## src/rtl/qwake_pkg.sv

```systemverilog
package qwake_pkg;

    // Classification of the access presented on the register bus
    typedef enum logic [1:0] {
        ACC_NONE  = 2'd0,
        ACC_REQ   = 2'd1,
        ACC_STAT  = 2'd2,
        ACC_OTHER = 2'd3
    } acc_kind_e;

    // Word offsets of the two implemented registers
    localparam logic [31:0] REQ_WORD_OFF  = 32'h0000_083C;
    localparam logic [31:0] STAT_WORD_OFF = 32'h0000_082C;

    // Done indication positions, counted from the MSB of the data word
    localparam int unsigned DONE_POS_A_MSB = 1;
    localparam int unsigned DONE_POS_B_MSB = 4;

endpackage

```

## src/rtl/qwake_decode.sv

```systemverilog
module qwake_decode
    import qwake_pkg::*;
#(
    parameter int unsigned ADDR_W    = 32,
    parameter int unsigned NUM_CORES = 4,
    parameter int unsigned SEL_LSB   = 12
) (
    input  logic                 valid,
    input  logic [ADDR_W-1:0]    addr,
    output acc_kind_e            kind,
    output logic [NUM_CORES-1:0] sel
);
    localparam int unsigned OFF_W  = ADDR_W - 3;
    localparam int unsigned SEL_HI = SEL_LSB + NUM_CORES - 1;
    localparam logic [OFF_W-1:0] SEL_FIELD =
        {{(OFF_W-NUM_CORES){1'b0}}, {NUM_CORES{1'b1}}} << SEL_LSB;
    localparam logic [OFF_W-1:0] REQ_OFF  = REQ_WORD_OFF[OFF_W-1:0];
    localparam logic [OFF_W-1:0] STAT_OFF = STAT_WORD_OFF[OFF_W-1:0];

    logic [OFF_W-1:0] word_off;
    logic [OFF_W-1:0] reg_off;
    logic             unused_byte_lanes;

    assign word_off          = addr[ADDR_W-1:3];
    assign unused_byte_lanes = ^addr[2:0];
    assign reg_off           = word_off & ~SEL_FIELD;

    // Core i is picked by the i-th nibble bit counted from its top end
    for (genvar i = 0; i < NUM_CORES; i++) begin : g_sel
        assign sel[i] = word_off[SEL_HI - i];
    end

    always_comb begin
        if (!valid) begin
            kind = ACC_NONE;
        end else if (reg_off == REQ_OFF) begin
            kind = ACC_REQ;
        end else if (reg_off == STAT_OFF) begin
            kind = ACC_STAT;
        end else begin
            kind = ACC_OTHER;
        end
    end

    // the nibble never turns a hit into a miss
    always_comb begin
        if (valid && ((word_off & ~SEL_FIELD) == STAT_OFF)) begin
            assert_stat_nibble_R3: assert (kind == ACC_STAT);
        end
    end

endmodule

```

## src/rtl/qwake_state.sv

```systemverilog
module qwake_state #(
    parameter int unsigned NUM_CORES = 4
) (
    input  logic                 clk,
    input  logic                 rst_n,
    input  logic                 req_wr,
    input  logic [NUM_CORES-1:0] req_sel,
    input  logic                 req_val,
    output logic [NUM_CORES-1:0] wake,
    output logic                 done
);
    typedef struct packed {
        logic                 done;
        logic [NUM_CORES-1:0] wake;
    } state_t;

    state_t st_d, st_q;

    always_comb begin
        st_d = st_q;
        if (req_wr) begin
            st_d.done = req_val;
            for (int i = 0; i < NUM_CORES; i++) begin
                if (req_sel[i]) begin
                    st_d.wake[i] = req_val;
                end
            end
        end
    end

    always_ff @(posedge clk or negedge rst_n) begin
        if (!rst_n) begin
            st_q <= '0;
        end else begin
            st_q <= st_d;
        end
    end

    assign wake = st_q.wake;
    assign done = st_q.done;

    // done follows the written value
    assert_done_tracks_R4: assert property (@(posedge clk) disable iff (!rst_n)
        req_wr |=> (done == $past(req_val)));

    // an unselected core keeps its level across a request
    assert_unsel_keep_R5: assert property (@(posedge clk) disable iff (!rst_n)
        req_wr |=> ((wake & ~$past(req_sel)) == ($past(wake) & ~$past(req_sel))));

    // a zero select leaves the levels alone
    assert_zero_sel_R6: assert property (@(posedge clk) disable iff (!rst_n)
        (req_wr && (req_sel == '0)) |=> $stable(wake));

    // nothing changes without a request write
    assert_no_req_stable_R9: assert property (@(posedge clk) disable iff (!rst_n)
        !req_wr |=> ($stable(wake) && $stable(done)));

endmodule

```

## src/rtl/qwake_resp.sv

```systemverilog
module qwake_resp
    import qwake_pkg::*;
#(
    parameter int unsigned DATA_W = 64
) (
    input  logic              clk,
    input  logic              rst_n,
    input  logic              is_write,
    input  acc_kind_e         kind,
    input  logic              done,
    output logic              rd_valid,
    output logic [DATA_W-1:0] rd_data,
    output logic              unimp
);
    localparam int unsigned POS_A = DATA_W - 1 - DONE_POS_A_MSB;
    localparam int unsigned POS_B = DATA_W - 1 - DONE_POS_B_MSB;
    localparam logic [DATA_W-1:0] DONE_WORD =
        (DATA_W'(1) << POS_A) | (DATA_W'(1) << POS_B);

    typedef struct packed {
        logic              valid;
        logic [DATA_W-1:0] data;
        logic              unimp;
    } rsp_t;

    rsp_t rsp_d, rsp_q;
    logic is_read;
    logic is_miss;

    always_comb begin
        is_read = (kind != ACC_NONE) && !is_write;
        is_miss = 1'b0;
        if (kind == ACC_OTHER) begin
            is_miss = 1'b1;
        end
        if (kind == ACC_REQ && !is_write) begin
            is_miss = 1'b1;
        end
        if (kind == ACC_STAT && is_write) begin
            is_miss = 1'b1;
        end

        rsp_d       = '0;
        rsp_d.valid = is_read;
        rsp_d.unimp = is_miss;
        if (is_read) begin
            if (kind == ACC_STAT) begin
                rsp_d.data = done ? DONE_WORD : '0;
            end else begin
                rsp_d.data = '1;
            end
        end
    end

    always_ff @(posedge clk or negedge rst_n) begin
        if (!rst_n) begin
            rsp_q <= '0;
        end else begin
            rsp_q <= rsp_d;
        end
    end

    assign rd_valid = rsp_q.valid;
    assign rd_data  = rsp_q.data;
    assign unimp    = rsp_q.unimp;

    // one response per read, none for writes
    assert_read_resp_R10: assert property (@(posedge clk) disable iff (!rst_n)
        ((kind != ACC_NONE) && !is_write) |=> rd_valid);
    assert_write_no_resp_R10: assert property (@(posedge clk) disable iff (!rst_n)
        ((kind == ACC_NONE) || is_write) |=> !rd_valid);

    // a miss read returns all ones
    assert_miss_ones_R8: assert property (@(posedge clk) disable iff (!rst_n)
        (kind == ACC_OTHER && !is_write) |=> (unimp && (rd_data == '1)));

    // a status read sees the done flag of the cycle before
    assert_status_word_R7: assert property (@(posedge clk) disable iff (!rst_n)
        (kind == ACC_STAT && !is_write) |=>
            (rd_data == ($past(done) ? DONE_WORD : '0)));

endmodule

```

## src/rtl/qwake_unit.sv

```systemverilog
module qwake_unit
    import qwake_pkg::*;
#(
    parameter int unsigned ADDR_W    = 32,
    parameter int unsigned DATA_W    = 64,
    parameter int unsigned NUM_CORES = 4,
    parameter int unsigned SEL_LSB   = 12
) (
    input  logic                 clk,
    input  logic                 rst_n,
    input  logic                 bus_valid,
    input  logic                 bus_write,
    input  logic [ADDR_W-1:0]    bus_addr,
    input  logic [DATA_W-1:0]    bus_wdata,
    output logic                 rd_valid,
    output logic [DATA_W-1:0]    rd_data,
    output logic                 unimp_hit,
    output logic [NUM_CORES-1:0] core_wake
);
    acc_kind_e            kind;
    logic [NUM_CORES-1:0] sel;
    logic                 req_wr;
    logic                 done;
    logic                 unused_wdata;

    assign unused_wdata = ^bus_wdata[DATA_W-2:0];

    qwake_decode #(
        .ADDR_W   (ADDR_W),
        .NUM_CORES(NUM_CORES),
        .SEL_LSB  (SEL_LSB)
    ) u_decode (
        .valid(bus_valid),
        .addr (bus_addr),
        .kind (kind),
        .sel  (sel)
    );

    assign req_wr = (kind == ACC_REQ) && bus_write;

    qwake_state #(
        .NUM_CORES(NUM_CORES)
    ) u_state (
        .clk    (clk),
        .rst_n  (rst_n),
        .req_wr (req_wr),
        .req_sel(sel),
        .req_val(bus_wdata[DATA_W-1]),
        .wake   (core_wake),
        .done   (done)
    );

    qwake_resp #(
        .DATA_W(DATA_W)
    ) u_resp (
        .clk     (clk),
        .rst_n   (rst_n),
        .is_write(bus_write),
        .kind    (kind),
        .done    (done),
        .rd_valid(rd_valid),
        .rd_data (rd_data),
        .unimp   (unimp_hit)
    );

    // a write that misses the request register is flagged
    assert_bad_write_flag_R9: assert property (@(posedge clk) disable iff (!rst_n)
        (bus_valid && bus_write && (kind != ACC_REQ)) |=> unimp_hit);

endmodule

```

## config.mk

```make
export PLATFORM = sky130hd
export DESIGN_NAME = qwake_unit
export DESIGN_NICKNAME = d
export VERILOG_FILES = /design/src/rtl/qwake_pkg.sv /design/src/rtl/qwake_decode.sv /design/src/rtl/qwake_state.sv /design/src/rtl/qwake_resp.sv /design/src/rtl/qwake_unit.sv
export SDC_FILE = /design/constraint.sdc
export NUM_CORES = 1
export LEC_CHECK = 0
export BUFFER_PORTS_ARGS = -buffer_cell sky130_fd_sc_hd__buf_2
export CORE_AREA = 2 2 66 68
export CTS_CLUSTER_SIZE = 30
export DETAILED_ROUTE_END_ITERATION = 16
export DIE_AREA = 0 0 68 70
export GPL_TIMING_DRIVEN = 0
export PLACE_DENSITY = 0.75
export SYNTH_ARGS = -nofsm -noshare
export SYNTH_HDL_FRONTEND = slang
export SYNTH_SLANG_ARGS = --single-unit
```

## constraint.sdc

```tcl
create_clock -name clk -period 6.18 [get_ports clk]
set_input_delay 1.854 -clock clk [delete_from_list [all_inputs] [get_ports clk]]
set_output_delay 1.854 -clock clk [all_outputs]
set_load 0.01 [all_outputs]
```

## Word-level counts from Yosys, hierarchy flattened

Index checks and enable logic that the tools add are counted.

| cells by class | value |
|---|---|
| equal/unequal tests | 5 |
| reduce and logical (&&, ||, !) cells | 10 |
| muxes and demuxes | 9 |

Operators by type and width:

| kind | number |
|---|---|
| two-way mux 64 bit | 2 |
| two-way mux 63 bit | 1 |
| equality test 25 x 12 -> 1 bit (second input constant) | 2 |
| AND reduction 2 bit | 4 |
| equality test 2 bit (second input constant) | 2 |
| logical AND 1 bit | 4 |
| two-way mux 1 bit | 4 |
| two-way mux 2 bit | 2 |
| equality test 2 x 1 -> 1 bit (second input constant) | 1 |
| nonzero test 2 bit | 1 |
| logical NOT 1 bit | 1 |

| word-level totals | value |
|---|---|
| flip-flop bits (word level) | 71 |
| output and inout port bits | 70 |
| word-level logic and storage cells | 32 |

## Depth between registers and ports, before layout

| logic depth | value |
|---|---|
| depth after elaboration | 8 |
| gate-level depth with buffers | 5 |

## Modules after synthesis

From an unflattened synthesis, not the netlist that was laid out.

| unflattened totals | value |
|---|---|
| cell total of the unflattened synthesis | 101 |
| area total of the unflattened synthesis | 918.4 µm² |

Modules (own cells, without submodules):

| module | cells each | times used | area each (µm²) |
|---|---|---|---|
| qwake_resp | 72 | 1 | 598.1 |
| qwake_state | 14 | 1 | 196.4 |
| qwake_decode | 14 | 1 | 115.1 |
| qwake_unit | 1 | 1 | 8.8 |

## Worst setup path before layout

OpenSTA, ideal clock, no wires.

| timing path | value |
|---|---|
| kind | flip-flop to output port |
| from | reg u_resp.rd_data[61] (netlist name) |
| to | out rd_data[10] |
| path slack | 2.783 ns |
| stages on the path, launching flop included | 2 |
| data arrival time | 1.543 ns |
| cells stage by stage | dfrtp_1 -> buf_4 |

RTL lines:

| what | line | source |
|---|---|---|
| to (decl) | qwake_unit.sv:16 | `output logic [DATA_W-1:0] rd_data,` |

==> key figures <==
Clocking
  – CTS root buffer: clkbuf_8
  – Clock-pin slew on the worst setup and hold paths: 40 ps
  – Cts bufs inserted: 3
  – H-tree depth: 1
  – CTS tree: done
  – Setup Fix Bufs, Post-CTS: 0
  – Clk Latency, worst-skew pair: ~230 ps
  – PostCTS Resize Cnt: 0
  – CTS max path bufs: 2
  – Clock Sinks: 9
  – CTS Hold Bufs: 0

Worst hold path
  – HP Class: reg -> reg

STA
  – Tmin final: roughly 3400 ps
  – Slew margin rel.: 40.2%
  – Final hold violations: 0
  – RSZ-0062 raised after global routing: no
  – Final setup TNS: 0 ps
  – Final setup violating endpoints: 0
  – Max Clock Skew: 0.00878 ps
  – Worst-Margin Slew: 897 ps
  – Max Clock Freq: roughly 0.29 GHz
  – Setup ws final: between 2000 and 3000 ps
  – Final Max Slew Viols: 0
  – Period utilization: 55.0%

Floorplanning
  – # rows: 24
  – Die area: 4760 sq um
  – Ports: 170
  – Starting Density: 22.1%
  – DIE HEIGHT: 70 um
  – Core Area: 4140 sq um
  – Die width: 68 um

Logic synthesis
  – Register area share after synthesis: 24.6%
  – Yosys top cell area share: around 52%
  – Post-synthesis simple-gate area fraction: 13.0%
  – Top-count cell post-synth: buf_4
  – Adder-Cell Fraction of Synth Area: 0%
  – Unique masters post-synth: 18
  – Syn nets: 200
  – Post-synth top cells: 64 x buf_4, 9 x dfrtp_1, 4 x mux2_1, 4 x nand4_1
  – Compound-cell area share of the yosys netlist: 2.46%
  – Post-synth EDFFs: 0
  – Mapped Cells: 100
  – Post-Syn Area: 916 sq um
  – Fraction of registers with async set/reset: 100%
  – Mux cell area share after synthesis: 6.15%
  – Synth area leader: buf_4
  – Synthesized flop and latch total: 9
  – Synth Area in XOR/XNOR: 0.956%
  – Synth Flop Type: dfrtp_1
  – Synth warn: 0
  – Top post-synthesis cells by area: buf_4 52%, dfrtp_1 25%, mux2_1 4.9%
  – Main combinational cell family by area after synthesis: buffers and inverters
  – Mean post-synth cell area: 9.16 sq um

Critical path
  – R2r setup slk: 5390 ps
  – Crit-path max FO: between 60 and 70
  – CP max stage delay: 940 ps
  – CP Data Required Time: around 4300 ps
  – R2R cell count: 1
  – CP Depth: 2
  – Reg-to-Reg End: u_state.wake[2]
  – Crit path max-delay cell type: dfrtp_2
  – Critical path origin: u_resp.rd_data[61]
  – Crit path max-delay family: flip-flops
  – Worst Path Arrival: 1550 ps
  – R2R Path Start: u_state.wake[2]
  – CP endpoint kind: output pin
  – Worst setup SP type: flop
  – Cell Chain, Critical Path: buf_4 > buf_2
  – Crit path kind: reg -> out
  – Worst Setup EP: rd_data[49]
  – CP bufs+invs: 2

Placed design
  – Pre-CTS setup slack: slightly below 3000 ps
  – I/O Buffers: 103
  – Hpwl dp: between 1500 and 2000 um
  – Routability cong.: 0.764

Detailed routing
  – Remaining DRCs: 0
  – WL final: a little over 2000 um
  – Via count: 936
  – Drt first pass iters: 3
  – Vias/cell: 3.61
  – Initial DRC count: 3
  – Residual antenna-violating net count after detailed routing: 0
  – WL/cell: 7.87 um

Pwr
  – Cell Pwr Density: 136 nW/um^2
  – P_leak: 1.02 nW
  – VDD IR-drop max: 119 uV
  – Power Total: 0.210 mW

Status
  – Status: complete, no violations

Final layout
  – Number of diodes: 0
  – Final nets: slightly above 300
  – Share of cells above drive strength 1: between 80 and 90%
  – Area grow syn2layout: 68.4%

Global route
  – Gr usage total: 8.08%
  – Largest net degree at the start of global routing: 63
  – Antenna violations before repair: 0
  – Vias in the first global route: 767
  – First-pass GRT wire length: 2940 um
  – Grt total ovfl: 0

Job
  – Max-cap violations: 0
==> per-layer routing <==
layer | track usage [%] | vias up | part of all wire, %
met1 | 6.79 | 360 | 35
met5 | 0 | - | 0
met2 | 15.0 | 90 | 41
met4 | 4.67 | 0 | 1.6
li1 | - | 482 | -
met3 | 3.38 | 4 | 23
==> cells in the final DEF (no fill, tap or decap) <==
| cell type | count |
|---|---|
| xnor2_1 | 1 |
| buf_2 | 103 |
| clkbuf_1 | 1 |
| and4_1 | 1 |
| buf_4 | 64 |
| and3_1 | 1 |
| nor2b_1 | 1 |
| dfrtp_1 | 8 |
| nand4_1 | 4 |
| nand3_1 | 1 |
| mux2_2 | 1 |
| inv_1 | 1 |
| mux2_1 | 4 |
| a21boi_0 | 3 |
| nor2_1 | 2 |
| nor4b_2 | 1 |
| nor4bb_1 | 1 |
| and2_1 | 1 |
| clkbuf_8 | 3 |
| nor4_1 | 3 |
| and4b_1 | 1 |
| dfrtp_2 | 1 |
==> sequential cells by signal, summed over array words and instances, names as in the netlist <==
| register | count |
|---|---|
| u_resp.unimp | 1 |
| u_state.done | 1 |
| u_state.wake | 4 |
| u_resp.rd_data | 2 |
| u_resp.rd_valid | 1 |
==> per-stage QoR <==
stage	utilization [%]	instance area, sq um	hold WS (ps)	std cells
floorplan	-	916	480	100
global placement	36.1	1500	478	255
detailed placement	36.1	1500	487	255
CTS	37.2	1540	499	259
global route	37.2	1540	512	259
finish	37.2	1540	487	259
==> worst min-delay path by stage <==
stage / slack, ps / from / end / cells past startpoint
2_1_floorplan: 480 / u_state.done / u_state.done / 1
3_3_place_gp: 480 / u_state.wake[0] / u_state.wake[0] / 1
3_5_place_dp: 490 / u_state.wake[0] / u_state.wake[0] / 1
4_1_cts: 500 / u_state.wake[1] / u_state.wake[1] / 1
5_1_grt: 510 / u_state.wake[1] / u_state.wake[1] / 1
6_report: 490 / u_state.wake[1] / u_state.wake[1] / 1
==> cells by family (layout without fill, tap and decap cells) <==
kind of cell / Yosys count / after routing
compound gates: 3 / 3
buf+inv: 65 / 172
mux: 5 / 5
xor+xnor: 1 / 1
flops: 9 / 9
simple gates: 17 / 17
==> power breakdown <==
part	leakage (nW)	internal (mW)	switching, mW	total [mW]
Sequential	0.119	0.0604	0.00533	0.0658
Clock	0.0228	0.0448	0.0220	0.0669
Combinational	0.875	0.0490	0.0288	0.0778
Total	1.02	0.154	0.0561	0.210
==> layout make-up <==
cell class                      count  area (sq um)
Multi-Input combinational cell     26           206
Clock buffer                        4          45.0
Timing Repair Buffer              103           515
Tap cell                           52          65.1
Sequential cell                     9           226
Inverter                            1          3.75
Fill cell                         429          2600
Buffer                             64           480
Note: power is estimated with default switching activity, not from simulation.
